===== config.mk =====
export PLATFORM = sky130hd
export DESIGN_NAME = nrzi_descrambler
export DESIGN_NICKNAME = d
export VERILOG_FILES = /design/src/rtl/nrzi_descrambler.sv
export SDC_FILE = /design/constraint.sdc
export NUM_CORES = 1
export LEC_CHECK = 0
export ABC_AREA = 1
export CAP_MARGIN = 20
export CORE_MARGIN = 3
export CORE_UTILIZATION = 60
export CTS_CLUSTER_DIAMETER = 120
export DETAILED_ROUTE_END_ITERATION = 10
export DONT_BUFFER_PORTS = 1
export GPL_TIMING_DRIVEN = 0
export HOLD_SLACK_MARGIN = 0.05
export MAX_ROUTING_LAYER = met4
export PLACE_DENSITY = 0.8
export SYNTH_ARGS = -nofsm -noshare
export SYNTH_HDL_FRONTEND = slang
export SYNTH_SLANG_ARGS = --single-unit

===== constraint.sdc =====
create_clock -name clk -period 2.9 [get_ports clk]
set_clock_uncertainty 0.15 [all_clocks]
set_input_delay 0.145 -clock clk [delete_from_list [all_inputs] [get_ports clk]]
set_output_delay 0.145 -clock clk [all_outputs]
set_load 0.02 [all_outputs]

===== src/rtl/nrzi_descrambler.sv =====
module nrzi_descrambler #(
  parameter int SD_W = 10,
  parameter int HD_W = 20
) (
  input  logic            clk,
  input  logic            rst_n,
  input  logic            in_vld,
  input  logic            hd_mode,
  input  logic [HD_W-1:0] din,
  output logic            out_vld,
  output logic [HD_W-1:0] dout
);
  localparam int DEG   = 9;
  localparam int TAP   = 4;
  localparam int EXT_W = HD_W + DEG;

  logic [DEG-1:0]   hist, hist_eff, hist_nx;
  logic             prev_line, prev_eff, prev_nx;
  logic             mode_q, fresh, chg;
  logic [HD_W-1:0]  line_m, nrz, desc, dout_nx;
  logic [EXT_W-1:0] ext;

  assign chg      = hd_mode != mode_q;
  assign hist_eff = chg ? '0 : hist;
  assign prev_eff = chg ? 1'b0 : prev_line;

  assign line_m = hd_mode ? din : {{(HD_W-SD_W){1'b0}}, din[SD_W-1:0]};
  assign nrz    = line_m ^ {line_m[HD_W-2:0], prev_eff};
  assign ext    = {nrz, hist_eff};

  for (genvar i = 0; i < HD_W; i++) begin : g_bit
    assign desc[i] = ext[i+DEG] ^ ext[i+DEG-TAP] ^ ext[i];
  end

  assign dout_nx = hd_mode ? desc : {{(HD_W-SD_W){1'b0}}, desc[SD_W-1:0]};
  assign hist_nx = hd_mode ? ext[HD_W+DEG-1:HD_W] : ext[SD_W+DEG-1:SD_W];
  assign prev_nx = hd_mode ? din[HD_W-1] : din[SD_W-1];

  always_ff @(posedge clk) begin
    if (!rst_n) begin
      hist      <= '0;
      prev_line <= 1'b0;
      fresh     <= 1'b1;
      mode_q    <= hd_mode;
      out_vld   <= 1'b0;
      dout      <= '0;
    end else begin
      mode_q  <= hd_mode;
      out_vld <= in_vld & ~(fresh | chg);
      if (in_vld) begin
        hist      <= hist_nx;
        prev_line <= prev_nx;
        fresh     <= 1'b0;
        dout      <= dout_nx;
      end else if (chg) begin
        hist      <= '0;
        prev_line <= 1'b0;
        fresh     <= 1'b1;
      end
    end
  end
endmodule


==> impl_metrics.csv, run 1 <==
group,metric,value,unit
pwr,p_per_area,491,mW/mm²
yosys,synthTopCellsByArea,"dfxtp_1 29%, nand2_1 24%, nand3_1 12%, nor2_1 6.9%, inv_1 6.4%",
run,cap_violations,0,
pwr,max-vdd-ir-drop,0.262,mV
sta,final_hold_viol_count,0,
worst_setup_path,cp.arrival,2.48,ns
pwr,p_clk_share,35.0,%
detailed_routing,drt_iter0_drc,404,
global_routing,grt_first_pass_wirelength,10800,µm
global_routing,overflow,0,
finish,area_growth,15.0,%
yosys,ys_ff_latch,33,
sta,tightestPinTransition,0.496,ns
min_path,holdPathStages,3,
global_routing,grt_antenna_before_repair,0,
yosys,netlist_area,0.00230,mm²
worst_setup_path,cp_data_required_time,2.99,ns
yosys,syn_area_per_cell,5.80,µm²
pwr,p_seq_share,40.8,%
pwr,p_switching,414,µW
yosys,yosysWarnings,0,
detailed_routing,via_per_inst,5.68,
global_routing,first_global_vias,2345,
floorplanning,rows,21,
clock_network,cts_resized,0,
clock_network,cts_sinks,33,
placement,port_buffers,0,
yosys,synth_cell_types,23,
worst_setup_path,worstPathMaxFanout,4,
sta,finalSetupViolCount,0,
min_path,holdPathEnd,"hist[5]$_SDFF_PN0_",
finish,mostFrequentLayoutCells,"145 x nand2_1, 56 x nand3_1, 42 x nor2_1, 39 x inv_1, 33 x dfxtp_1",
sta,fmax,0.418,GHz
global_routing,grt_max_degree,11,
clock_network,cts_setup_buffers,0,
sta,rsz0062_at_grt,"no",
placement,dp_hpwl,4820,µm
sta,setup_tns,0,ns
finish,final_cells,467,
placement,place_area,0.00236,mm²
floorplanning,die_area,0.00461,mm²
placement,gp_congestion,0.946,
detailed_routing,wl,6860,µm
sta,period_share,82.4,%
finish,multi_input_area,0.00141,mm²
clock_network,h-tree-depth,2,
worst_setup_path,r2r_end,"hist[1]$_SDFF_PN0_",
clock_network,hold_buffers,17,
worst_setup_path,cp-end-kind,"flip-flop",
pwr,power_leakage,0.00135,µW
min_path,hold_path_class,"input port to flip-flop",
worst_setup_path,crit_type,"input port to flip-flop",
pwr,switching_share,32.0,%
sta,fin_crit,2.39,ns
finish,n_antenna_cell,0,
clock_network,cts_buffer_depth,2,
clock_network,cts_inserted_buffers,5,
worst_setup_path,worstSetupStartpointType,"input port",
yosys,yosysTopAreaCellShare,28.7,%
finish,layout_commonest_cell,"nand2_1",
global_routing,grt.total_usage,31.9,%
floorplanning,io_pins,45,
worst_setup_path,r2r_slack,0.96,ns
floorplanning,fp.dieW,67.9,µm
clock_network,cts_root_buffer,"clkbuf_8",
clock_network,cts_tree,"yes",
finish,fillerInstances,298,
floorplanning,fp.dieH,67.9,µm
worst_setup_path,timing.rr.start,"mode_q$_DFF_P_",
outcome,status,"completed",
finish,fin_nets,444,
yosys,synth_largest_area_cell,"dfxtp_1",
placement,dp_cells,442,
detailed_routing,post-route-drc-count,0,
finish,drive_gt1_share,4.75,%
sta,finalMaxSlewViolations,0,
worst_setup_path,reg2regPathDepth,7,
floorplanning,initial_core_util,65.3,%
min_path,hp-start,"din[15]",
finish,ff_latch_area,661,µm²
floorplanning,coreArea,0.00352,mm²
yosys,synth_seq_area_share,28.7,%
clock_network,clkLatencyLatePin,0.29,ns
sta,slew_headroom,66.9,%
detailed_routing,antenna_left,0,
detailed_routing,dr_total_vias,2653,
finish,final_cell_area,0.00264,mm²
clock_network,clk_pin_slew,0.07,ns
worst_setup_path,crit_start,"din[1]",
yosys,syn-num-nets,420,
yosys,synth_cells,396,
pwr,internal_power,882,µW
detailed_routing,firstDrtPassIters,7,
detailed_routing,wire_per_inst,14.7,µm
pwr,comb_power_share,24.2,%
[cells by family (layout without fill, tap and decap cells)]
logic type | after synthesis | in the layout | share of synthesized area, %
flops | 33 | 33 | 28.7
buf+inv | 54 | 79 | 9.85
simple gates | 251 | 251 | 45.7
xor+xnor | 16 | 16 | 6.10
compound gates | 42 | 42 | 9.64
[critical path, cell delays in order]
cell	delay, ns
dlygate4sd3_1	0.62
xor2_1	0.30
dlygate4sd3_1	0.60
nand2_1	0.05
a31oi_1	0.18
dlygate4sd3_1	0.57
[layer usage]
metal | part of all wire [%] | GRT usage, %
met2 | 48 | 52.0
met1 | 39 | 38.6
met4 | 2.2 | 12.7
met5 | 0 | -
met3 | 11 | 6.73
[Yosys cell counts]
master      n
buf_4       1
a21oi_1    16
dfxtp_1    33
inv_1      39
nand2_4     2
nor2_2      2
nand3_1    56
inv_2       1
nand2_1   145
nor4_1      1
o21ai_1     2
xor2_1      8
o21ai_0    15
buf_6       2
clkinv_1    1
xnor2_1     8
buf_1       1
clkbuf_1    5
nand3b_1    2
a31oi_1     9
buf_2       4
nor2_4      1
nor2_1     42
[registers in the layout, indices dropped and copies added, names as in the netlist]
| signal | cells |
|---|---|
| hist | 9 |
| dout | 20 |
| prev_line | 1 |
| out_vld | 1 |
| mode_q | 1 |
| fresh | 1 |
[how the worst max path moves through the flow]
stage                                 to  slack (ns)  depth (start not counted)
floorplan           dout[0]$_SDFFE_PN0P_        1.59                         11
global placement    dout[7]$_SDFFE_PN0P_        1.38                          6
detailed placement  dout[8]$_SDFFE_PN0P_        1.34                          6
CTS                   hist[1]$_SDFF_PN0_        0.61                          6
global route          hist[1]$_SDFF_PN0_        0.43                          6
finish                hist[1]$_SDFF_PN0_        0.51                          6
[final cells by class]
cell class                      instances  share of cell area, %
Clock buffer                            7                   3.27
Sequential cell                        33                   25.0
Buffer                                 13                   2.75
Inverter                               41                   5.82
Tap cell                               46                   2.18
Timing Repair Buffer                   17                   6.44
Multi-Input combinational cell        309                   53.4
Clock inverter                          1                   1.14
[power groups by stage]
stage | clock network, µW | logic [µW] | registers (µW)
2_1_floorplan | 0 | 219 | 535
3_3_place_gp | 0 | 269 | 538
3_5_place_dp | 0 | 274 | 540
4_1_cts | 455 | 301 | 529
5_1_grt | 475 | 348 | 533
6_report | 454 | 314 | 529
[per-stage QoR]
stage               utilization (%)  power [µW]  setup WS, ns  hold slack [ns]
floorplan                         -         754          1.59           0.0227
global placement               66.9         807          1.38           0.0228
detailed placement             66.9         814          1.34           0.0228
CTS                            75.1        1290         0.608           0.0597
global route                   75.1        1360         0.431           0.0719
finish                         75.1        1300         0.510           0.0671
Note: power is estimated with default switching activity, not from simulation.
==> inputs of run 2 (changes only) <==
Settings changed: ABC_AREA 1 to 0.
Clock period 2.9 ns to 2.45 ns, I/O delays scaled along.
==> impl_metrics.csv, run 2 <==
group,metric,value,unit
floorplanning,die_area,0.00390,mm²
global_routing,grt_antenna_before_repair,0,
finish,top_regs,"dout x20, hist x9",
min_path,hp-start,"din[17]",
clock_network,clkLatencyLatePin,0.35,ns
placement,dp_cells,253,
clock_network,cts_setup_buffers,0,
yosys,yosysTopAreaCellShare,34.6,%
global_routing,grt.total_usage,29.4,%
worst_setup_path,reg2regPathDepth,4,
clock_network,cts_sinks,33,
floorplanning,coreArea,0.00290,mm²
yosys,yosys-top-cells-count,"33 x dfxtp_1, 30 x xnor2_1, 20 x nand3b_1",
finish,fin_nets,265,
yosys,synth_ff_type,"dfxtp_1",
pwr,switching_share,34.7,%
min_path,holdPathStages,4,
detailed_routing,wl,5310,µm
sta,fin_crit,2.18,ns
floorplanning,fp.dieH,62.5,µm
worst_setup_path,cp_data_required_time,2.60,ns
placement,dp_hpwl,3530,µm
worst_setup_path,slowest_stage,"dlygate4sd3_1",
finish,n_antenna_cell,0,
sta,setup_tns,0,ns
clock_network,cts_resized,0,
sta,rsz0062_at_grt,"no",
global_routing,first_global_vias,1841,
finish,fin_util,77.4,%
worst_setup_path,worstSetupStartpointType,"flip-flop",
floorplanning,rows,19,
finish,regMostFlops,"dout",
detailed_routing,drt_iter0_drc,135,
yosys,synth_largest_area_cell,"dfxtp_1",
worst_setup_path,cp.arrival,2.33,ns
worst_setup_path,path_buf_inv,1,
detailed_routing,wire_per_inst,18.7,µm
min_path,holdPathEnd,"hist[6]$_SDFF_PN0_",
min_path,hold_path_class,"input port to flip-flop",
global_routing,overflow,0,
sta,slew_headroom,60.0,%
yosys,syn_area_per_cell,9.06,µm²
worst_setup_path,slowest_delay,0.58,ns
sta,final_hold_viol_count,0,
pwr,p_switching,464,µW
pwr,internal_power,871,µW
global_routing,grt_max_degree,11,
yosys,synth_edf_count,0,
yosys,ys_ff_latch,33,
detailed_routing,dr_total_vias,1745,
global_routing,grt_first_pass_wirelength,8800,µm
sta,tightestPinTransition,0.596,ns
pwr,p_seq_share,48.7,%
clock_network,h-tree-depth,2,
finish,mostFrequentLayoutCells,"33 x dfxtp_1, 30 x xnor2_1, 23 x dlygate4sd3_1, 20 x nand3b_1, 18 x xor2_1",
yosys,yosysMostFrequentCell,"dfxtp_1",
floorplanning,fp.dieW,62.5,µm
clock_network,cts_buffer_depth,2,
worst_setup_path,r2r_end,"dout[0]$_SDFFE_PN0P_",
detailed_routing,antenna_left,0,
detailed_routing,firstDrtPassIters,4,
yosys,synth_cell_types,36,
yosys,async_flop_share,0,%
pwr,p_per_area,595,mW/mm²
finish,drive_gt1_share,7.85,%
finish,final_cells,284,
finish,layout_commonest_cell,"dfxtp_1",
worst_setup_path,cp-end-kind,"flip-flop",
clock_network,cts_root_buffer,"clkbuf_4",
floorplanning,io_pins,45,
finish,area_growth,17.5,%
yosys,synth_seq_area_share,34.6,%
pwr,max-vdd-ir-drop,0.415,mV
placement,place_area,0.00196,mm²
pwr,power_leakage,0.000808,µW
worst_setup_path,worstPathMaxFanout,6,
outcome,status,"completed",
sta,finalSetupViolCount,0,
floorplanning,initial_core_util,65.9,%
placement,gp_congestion,0.931,
yosys,netlist_area,0.00191,mm²
detailed_routing,post-route-drc-count,0,
yosys,yosysWarnings,0,
clock_network,clk_pin_slew,0.10,ns
clock_network,cts_tree,"yes",
clock_network,cts_inserted_buffers,5,
sta,finalMaxSlewViolations,0,
yosys,synth_cells,211,
run,cap_violations,0,
yosys,syn-num-nets,235,
placement,port_buffers,0,
worst_setup_path,timing.rr.start,"mode_q$_DFF_P_",
worst_setup_path,r2r_slack,0.27,ns
finish,final_cell_area,0.00225,mm²
worst_setup_path,path_delay_family,"buffers and inverters",
pwr,p_clk_share,22.9,%
worst_setup_path,crit_type,"flip-flop to flip-flop",
sta,period_share,89.0,%
finish,largest_register_ffs,20,
worst_setup_path,crit_chain,"xor2_1, o21ai_0, a311oi_1, dlygate4sd3_1",
clock_network,hold_buffers,23,
sta,fmax,0.458,GHz
detailed_routing,via_per_inst,6.14,
pwr,comb_power_share,28.4,%
yosys,synthTopCellsByArea,"dfxtp_1 35%, xnor2_1 14%, xor2_1 8.2%, nand3b_1 7.9%, a21oi_1 4.2%",
-- run 2: cell count changes after synthesis, moves of 18 or more --
cell	before	now
nand2_1	145	14
nand3_1	56	1
nor2_1	42	3
inv_1	39	1
xnor2_1	8	30
nand3b_1	2	20
-- run 2: how the worst max path moves through the flow --
stage                   start                   end  slack [ns]  cells past startpoint
6_report       mode_q$_DFF_P_  dout[0]$_SDFFE_PN0P_        0.27                      4
4_1_cts        mode_q$_DFF_P_  dout[0]$_SDFFE_PN0P_        0.40                      4
2_1_floorplan  mode_q$_DFF_P_  dout[9]$_SDFFE_PN0P_        0.99                      4
3_5_place_dp   mode_q$_DFF_P_  dout[9]$_SDFFE_PN0P_        0.77                      4
3_3_place_gp   mode_q$_DFF_P_  dout[9]$_SDFFE_PN0P_        0.79                      4
5_1_grt        mode_q$_DFF_P_  dout[0]$_SDFFE_PN0P_        0.12                      4
-- run 2: worst register-to-register path: cells and delay by family, from the launching register on --
kind / cells / cell delay, ns
buf+inv: 1 / 0.58
compound gates: 2 / 0.54
xor+xnor: 1 / 0.46
flops: 1 / 0.40
-- run 2: cell type report --
cell class                 count  area, µm²
clock buffer                   6       41.3
multi-input combinational    165       1190
timing repair buffer          23        230
tap                           42       52.6
buffer                        11       57.6
inverter                       2       7.51
fill                         212        654
clock inverter                 2       10.0
sequential                    33        661
-- run 2: logic make-up (layout without fill, tap and decap cells) --
logic type	count (synthesis)	in the layout	synth area share, %
multiplexers	1	1	0.524
XOR/XNOR	54	54	27.5
AO/OA/AOI/OAI	53	53	16.2
buffers and inverters	13	44	3.40
AND/OR/NAND/NOR	57	57	17.8
flip-flops	33	33	34.6
-- run 2: per-layer routing --
layer	share of wire, %	wire, µm	GRT usage [%]	vias up
met1	36	1910	31.2	823
met5	0	0	-	-
met4	4.2	223	15.7	0
met2	50	2670	49.1	113
met3	9.4	499	8.81	24
li1	-	-	-	785
-- run 2: power groups by stage --
stage	combinational, µW	clock (µW)	sequential [µW]
final	380	305	651
after global routing	409	331	656
after CTS	365	309	651
after detailed placement	321	0	663
after global placement	310	0	661
after floorplan	262	0	655
-- run 2: per-stage QoR --
| step | power (µW) | hold slack, ns | setup WS (ns) |
|---|---|---|---|
| 2_1_floorplan | 917 | 0.000217 | 0.986 |
| 3_3_place_gp | 971 | 0.000340 | 0.793 |
| 3_5_place_dp | 985 | 0.000334 | 0.773 |
| 4_1_cts | 1320 | 0.0524 | 0.405 |
| 5_1_grt | 1400 | 0.0969 | 0.116 |
| 6_report | 1340 | 0.0622 | 0.268 |
